## src/rtl/fepmd_pkg.sv

```systemverilog
package fepmd_pkg;

  // MLT-3 line level codes
  localparam logic [1:0] LVL_ZERO = 2'b00;
  localparam logic [1:0] LVL_POS  = 2'b01;
  localparam logic [1:0] LVL_NEG  = 2'b11;

  // Per-frame strobes from control to datapath
  typedef struct packed {
    logic loadSym;   // capture txSym into the serializer
    logic latchRx;   // copy assembled receive symbol to rxSym
  } strobes_t;

endpackage

```

## src/rtl/fepmd_ctrl.sv

```systemverilog
module fepmd_ctrl
  import fepmd_pkg::*;
#(
  parameter int SYM_W = 5
) (
  input  logic     clk,
  input  logic     rst,
  input  logic     txOutEn,
  input  logic     sel100,
  input  logic     loopEn,
  input  logic     underVolt,
  input  logic     sigDetIn,
  output strobes_t strb,
  output logic     rxClk,
  output logic     drvEn100,
  output logic     drvEn10,
  output logic     sigDet
);

  localparam int PH_W = (SYM_W > 1) ? $clog2(SYM_W) : 1;
  localparam logic [PH_W-1:0] PH_LAST = PH_W'(SYM_W - 1);
  localparam logic [PH_W-1:0] HI_CNT  = PH_W'(SYM_W / 2);

  logic [PH_W-1:0] phase;
  logic [PH_W-1:0] phNext;
  logic            rxClkQ;

  assign phNext = (phase == PH_LAST) ? '0 : phase + 1'b1;

  // Phase counter and divided receive clock (high for the first phases)
  always_ff @(posedge clk) begin
    if (rst) begin
      phase  <= '0;
      rxClkQ <= 1'b1;
    end else begin
      phase  <= phNext;
      rxClkQ <= (phNext < HI_CNT);
    end
  end

  always_comb begin
    strb.loadSym = (phase == PH_LAST);
    strb.latchRx = (phase == PH_LAST);
  end

  assign rxClk = rxClkQ;

  // Driver gating: enable and undervoltage dominate, loopback mutes 100 only
  assign drvEn100 = txOutEn & ~underVolt & sel100 & ~loopEn;
  assign drvEn10  = txOutEn & ~underVolt & ~sel100;
  assign sigDet   = loopEn | sigDetIn;

endmodule

```

## src/rtl/fepmd_datapath.sv

```systemverilog
module fepmd_datapath
  import fepmd_pkg::*;
#(
  parameter int SYM_W = 5
) (
  input  logic             clk,
  input  logic             rst,
  input  strobes_t         strb,
  input  logic [SYM_W-1:0] txSym,
  input  logic             cmpPos,
  input  logic             cmpNeg,
  input  logic             loopEn,
  output logic [1:0]       lineLvl,
  output logic [SYM_W-1:0] rxSym
);

  // ---------------- transmit ----------------
  logic [SYM_W-1:0] txSr;
  logic             serBit;
  logic             txNrzi;
  logic [1:0]       mltStep;

  assign serBit = txSr[0];

  always_ff @(posedge clk) begin
    if (rst) begin
      txSr    <= '0;
      txNrzi  <= 1'b0;
      mltStep <= 2'd0;
    end else begin
      txSr    <= strb.loadSym ? txSym : (txSr >> 1);
      txNrzi  <= txNrzi ^ serBit;
      mltStep <= mltStep + {1'b0, serBit};
    end
  end

  always_comb begin
    case (mltStep)
      2'd1:    lineLvl = LVL_POS;
      2'd3:    lineLvl = LVL_NEG;
      default: lineLvl = LVL_ZERO;
    endcase
  end

  // ---------------- receive ----------------
  logic             lineIn;
  logic             rxNrziQ;
  logic             rxPrevQ;
  logic             nrzBit;
  logic [SYM_W-2:0] rxSr;
  logic [SYM_W-1:0] rxAsm;

  assign lineIn = loopEn ? txNrzi : (cmpPos | cmpNeg);
  assign nrzBit = rxNrziQ ^ rxPrevQ;
  assign rxAsm  = {nrzBit, rxSr};

  always_ff @(posedge clk) begin
    if (rst) begin
      rxNrziQ <= 1'b0;
      rxPrevQ <= 1'b0;
      rxSr    <= '0;
      rxSym   <= '0;
    end else begin
      rxNrziQ <= lineIn;
      rxPrevQ <= rxNrziQ;
      rxSr    <= rxAsm[SYM_W-1:1];
      if (strb.latchRx) rxSym <= rxAsm;
    end
  end

endmodule

```

## src/rtl/fepmd_symbol_path.sv

```systemverilog
module fepmd_symbol_path
  import fepmd_pkg::*;
#(
  parameter int SYM_W = 5
) (
  input  logic             clk,
  input  logic             rst,
  input  logic [SYM_W-1:0] txSym,
  input  logic             txOutEn,
  input  logic             sel100,
  input  logic             loopEn,
  input  logic             underVolt,
  output logic [1:0]       lineLvl,
  output logic             drvEn100,
  output logic             drvEn10,
  input  logic             cmpPos,
  input  logic             cmpNeg,
  input  logic             sigDetIn,
  output logic             sigDet,
  output logic [SYM_W-1:0] rxSym,
  output logic             rxClk
);

  strobes_t strb;

  fepmd_ctrl #(.SYM_W(SYM_W)) u_ctrl (
    .clk(clk), .rst(rst), .txOutEn(txOutEn), .sel100(sel100),
    .loopEn(loopEn), .underVolt(underVolt), .sigDetIn(sigDetIn),
    .strb(strb), .rxClk(rxClk), .drvEn100(drvEn100),
    .drvEn10(drvEn10), .sigDet(sigDet)
  );

  fepmd_datapath #(.SYM_W(SYM_W)) u_dp (
    .clk(clk), .rst(rst), .strb(strb), .txSym(txSym),
    .cmpPos(cmpPos), .cmpNeg(cmpNeg), .loopEn(loopEn),
    .lineLvl(lineLvl), .rxSym(rxSym)
  );

endmodule

```

## config.mk

```make
export PLATFORM = sky130hd
export DESIGN_NAME = fepmd_symbol_path
export DESIGN_NICKNAME = d
export VERILOG_FILES = /design/src/rtl/fepmd_pkg.sv /design/src/rtl/fepmd_ctrl.sv /design/src/rtl/fepmd_datapath.sv /design/src/rtl/fepmd_symbol_path.sv
export SDC_FILE = /design/constraint.sdc
export NUM_CORES = 1
export LEC_CHECK = 0
export ABC_AREA = 1
export BUFFER_PORTS_ARGS = -buffer_cell sky130_fd_sc_hd__buf_4
export CORE_MARGIN = 2
export CORE_UTILIZATION = 56
export CTS_BUF_LIST = sky130_fd_sc_hd__clkbuf_4
export DETAILED_ROUTE_END_ITERATION = 8
export GPL_TIMING_DRIVEN = 0
export PLACE_DENSITY = 0.85
export SYNTH_ARGS = -nofsm -noshare
export SYNTH_HDL_FRONTEND = slang
export SYNTH_SLANG_ARGS = --single-unit
```

## constraint.sdc

```tcl
create_clock -name clk -period 2.4 [get_ports clk]
set_input_delay 0.36 -clock clk [delete_from_list [all_inputs] [get_ports clk]]
set_output_delay 0.36 -clock clk [all_outputs]
set_load 0.05 [all_outputs]
```

Yosys cells after proc, flatten, opt, wreduce, memory -nomap -nowiden
Cells that the tools add are included.
{"block": "op_classes", "add_sub_neg": 2, "order_cmp": 1, "n_eq_ne": 3, "n_mux": 4, "bitwise_logic": 12, "n_reduce_logical": 1}
{"op": "$and A1 B1 Y1", "count": 4}
{"op": "$mux W4", "count": 1}
{"op": "$not A1 Y1", "count": 4}
{"op": "$pmux W2 S2", "count": 1}
{"op": "$add A3 B1 Y3 const B", "count": 1}
{"op": "$eq A3 B3 Y1 const B", "count": 1}
{"op": "$lt A3 B2 Y1 const B", "count": 1}
{"op": "$mux W3", "count": 1}
{"op": "$add A2 B1 Y2", "count": 1}
{"op": "$eq A2 B1 Y1 const B", "count": 1}
{"op": "$eq A2 B2 Y1 const B", "count": 1}
{"op": "$or A1 B1 Y1", "count": 2}
{"op": "$reduce_or A2 Y1", "count": 1}
{"op": "$xor A1 B1 Y1", "count": 2}
{"op": "$mux W1", "count": 1}
{"block": "totals", "regBits": 23, "output_inout_bits": 11}

Longest topological paths before layout
{"block": "logic_depth", "ltp_word": 4, "depth_mapped": 6, "mapped_depth_nobuf": 6}

Modules after synthesis
Synthesis repeated with hierarchy kept, for this count alone.
{"block": "unflattened", "hier_cells": 107, "area_unflattened_um2": 858.3}
{"module": "fepmd_datapath", "instances": 1, "cells_per_inst": 79, "area_per_inst_um2": 650.6, "seq_area_each_um2": 380.4}
{"module": "fepmd_ctrl", "instances": 1, "cells_per_inst": 28, "area_per_inst_um2": 207.7, "seq_area_each_um2": 80.1}

Worst setup path after synthesis
Ideal clock, no wire load.
{"block": "synth_path", "path_type": "input port to output port", "from": "input loopEn", "to": "output drvEn100", "arrival_time_ns": 1.116, "required_ns": 2.040, "setup_slack_ns": 0.924, "stages": 3, "cell_sequence": "inv_1 nand2_1 nor2_1"}
{"block": "synth_between", "elab_chain_cells": 2}
{"item": "start: declaration", "line": "fepmd_symbol_path.sv:11", "text": "input logic loopEn,"}
{"item": "$not A1 Y1", "line": "fepmd_ctrl.sv:49", "text": "assign drvEn100 = txOutEn & ~underVolt & sel100 & ~loopEn;"}
{"item": "$and A1 B1 Y1", "line": "fepmd_ctrl.sv:49"}
{"item": "end: declaration", "line": "fepmd_symbol_path.sv:14", "text": "output logic drvEn100,"}
No other way between the ends.

Worst setup path after layout
{"block": "layout_path", "from": "register u_dp.mltStep[0]", "to": "output lineLvl[1]"}
{"block": "layout_between", "elab_chain_cells": 2}
{"item": "start: declaration", "line": "fepmd_datapath.sv:21", "text": "logic [1:0] mltStep;"}
{"item": "start signal: assignment", "line": "fepmd_datapath.sv:33", "text": "mltStep <= mltStep + {1'b0, serBit};"}
{"item": "$eq A2 B2 Y1 / $eq A2 B1 Y1 (equally long branches)", "line": "fepmd_datapath.sv:38", "text": "case (mltStep)"}
{"item": "$pmux W2 S2 (*)", "line": "fepmd_datapath.sv:38"}
{"item": "end: declaration", "line": "fepmd_symbol_path.sv:13", "text": "output logic [1:0] lineLvl,"}
Every way passes the cells marked *; elsewhere a longest branch is shown, timed or not.

==> flow_metrics.tcl <==
set metrics [dict create \
    endpoint_kind "output port" \
    pwr-share-clk_pct 26.5 \
    area_growth_syn_to_layout_pct 25.4 \
    worst_slew_pin_slew_ns 0.256 \
    cts_buffer_depth 2 \
    routed_wl_um 1510 \
    grt_pass1_wl_um 2490 \
    ir_worst_vdd_mv 0.356 \
    htree_levels 1 \
    cp_cell_sequence "nand2_1, inv_1, buf_4" \
    syn_nets 120 \
    rows 14 \
    vias_per_cell 4.85 \
    die_h_um 43.5 \
    maxCapViolCount 0 \
    run_status "completed" \
    dp_hpwl_um 1180 \
    synth_seq_cells 23 \
    critPathLaunchType "flip-flop" \
    synth-seq-area-share_pct 52.6 \
    die_area_um2 1900 \
    timing.critical_path.depth 3 \
    synth_edf_count 0 \
    synthesis.area_um2 876 \
    io_pins 25 \
    fillers 116 \
    combPwrFrac_pct 14.5 \
    max_freq_mhz 738 \
    power_density_nw_per_um2 625 \
    critPathBufInv 2 \
    fin_worst_skew_ns 0.00811 \
    cts_buffers 3 \
    finalPower_uw 687 \
    seqCellArea_um2 460 \
    placed_cells 142 \
    intPower_uw 514 \
    multi_input_area_um2 320 \
    slowest_stage "dfxtp_1" \
    post-route-period-util_pct 56.4 \
    rsz0062_at_grt "false" \
    avgSynthCellArea_um2 8.50 \
    diodes 0 \
    ctsResizeCount 0 \
    drc_errors 0 \
    drt_iter0_drc 13 \
    timing.slew.headroom_pct 82.9 \
    vias 708 \
    min_path_type "input pin to flip-flop" \
    drt-pass1-iter-count 4 \
    slew_violations 0 \
    wl_per_cell_um 10.3 \
    overflow 0 \
    yosys_warnings 0 \
    core_area_um2 1490 \
    grt_pass1_vias 626 \
    final_cell_mix "23 x buf_4, 23 x dfxtp_1, 21 x nand2_1" \
    switching_share_pct 25.2 \
    rrSetupSlack_ns 1.25 \
    totalNegativeSetupSlack_ns 0 \
    r2r_start "u_ctrl.phase[0]" \
    crit_type "flip-flop to output port" \
    synth_ff_type "dfxtp_1" \
    die_w_um 43.5 \
    r2r_cells 5 \
    antenna_found_initial 0 \
    holdWs_ns 0.232 \
    final_nets 148 \
    cts_sinks 23 \
    min_period_ns 1.35 \
    start_util_pct 58.8 \
    crit_required_ns 2.04 \
    gp_congestion 0.725 \
    hold_end "u_dp.txSr[0]" \
    cp_top_family "flip-flops" \
    setup_violations 0 \
    worstHoldPathCells 3 \
    clock_latency_ns 0.30 \
    p_switching_uw 173 \
    cts_tree "done" \
    drive_gt1_share_pct 27.7 \
    port_buffers 23 \
    grt_max_degree 13 \
    async_flop_share_pct 0 \
    synth_cell_types 19 \
    root_buffer "clkbuf_4" \
    post-cts-setup-buffers 0 \
    seq_power_share_pct 59.0 \
    worstPathMaxFanout 3 \
    min_from "txSym[0]" \
    final_antenna_net_count 0 \
    path_clk_slew_ns 0.12 \
    netlist_instances 103 \
    timing.rr.end "u_ctrl.rxClk" \
    power.leakage_nw 0.551 \
    cp_data_arrival_time_ns 0.99 \
    slowest_delay_ns 0.38 \
    grt_usage_pct 18.1 \
    fin_cells 146 \
    finalHoldViolCount 0 \
    ctsHoldBuffers 0 \
]
tightest hold or removal path: cells and delay by family:
family,cells,cell delay [ns]
buffers and inverters,1,0.08
and+or+nand+nor,2,0.08
cell families (layout without fill, tap and decap cells):
logic type | Yosys count | in the layout | share of synthesized area [%]
buf+inv | 20 | 47 | 10.9
fa+ha+maj | 3 | 3 | 4.29
xor+xnor | 2 | 2 | 2.00
flops | 23 | 23 | 52.6
simple gates | 48 | 48 | 25.6
compound gates | 7 | 7 | 4.71
routing by layer:
metal	vias up	routed length, um	track usage (%)
li1	365	-	-
met1	325	611	19.6
met2	14	801	32.6
met3	4	69	5.42
met4	0	22	6.67
met5	-	0	0
synth_stat cells, types with 2 or more instances:
cell type | count | share of area (%)
a21oi_1 | 2 | 1.1
buf_6 | 2 | 2.6
dfxtp_1 | 23 | 53
ha_1 | 3 | 4.3
inv_1 | 15 | 6.4
nand2_1 | 21 | 9.0
nand2_4 | 2 | 2.6
nand3_1 | 9 | 5.1
nor2_1 | 13 | 5.6
o21ai_0 | 3 | 1.7
xnor2_1 | 2 | 2.0
worst max-delay path by stage:
stage	end	start
after floorplan	drvEn100	loopEn
after global placement	sigDet	loopEn
after detailed placement	sigDet	loopEn
after CTS	lineLvl[1]	u_dp.mltStep[0]
after global routing	lineLvl[1]	u_dp.mltStep[0]
final	lineLvl[1]	u_dp.mltStep[0]
state kept, by name, summed over array words and instances, names as in the netlist:
register,flops
u_dp.txSr,5
u_dp.txNrzi,1
u_ctrl.phase,3
u_dp.rxPrevQ,1
u_ctrl.rxClk,1
u_dp.mltStep,2
u_dp.rxSym,5
u_dp.rxNrziQ,1
u_dp.rxSr,4
through the flow:
| stage | setup WS [ns] | util, % | cell area, um2 |
|---|---|---|---|
| after global routing | 0.987 | 73.8 | 1100 |
| after CTS | 1.05 | 73.8 | 1100 |
| after detailed placement | 1.09 | 71.8 | 1070 |
| after floorplan | 0.924 | - | 876 |
| after global placement | 1.10 | 71.8 | 1070 |
| final | 1.05 | 73.8 | 1100 |
power by group through the flow:
| stage | Combinational [mW] | Clock (mW) | Sequential, mW |
|---|---|---|---|
| after floorplan | 0.0551 | 0 | 0.425 |
| after global placement | 0.0970 | 0 | 0.413 |
| after detailed placement | 0.0993 | 0 | 0.414 |
| after CTS | 0.0999 | 0.186 | 0.406 |
| after global routing | 0.109 | 0.199 | 0.407 |
| final | 0.0993 | 0.182 | 0.405 |
layout make-up:
type	count	share of cell area, %
flip-flops and latches	23	41.9
multi-input cells	60	29.2
repair buffers	23	15.7
inverters	17	6.26
clock buffers	4	2.73
plain buffers	3	2.39
well taps	16	1.82
No activity file was read; power rests on OpenSTA's default activity.
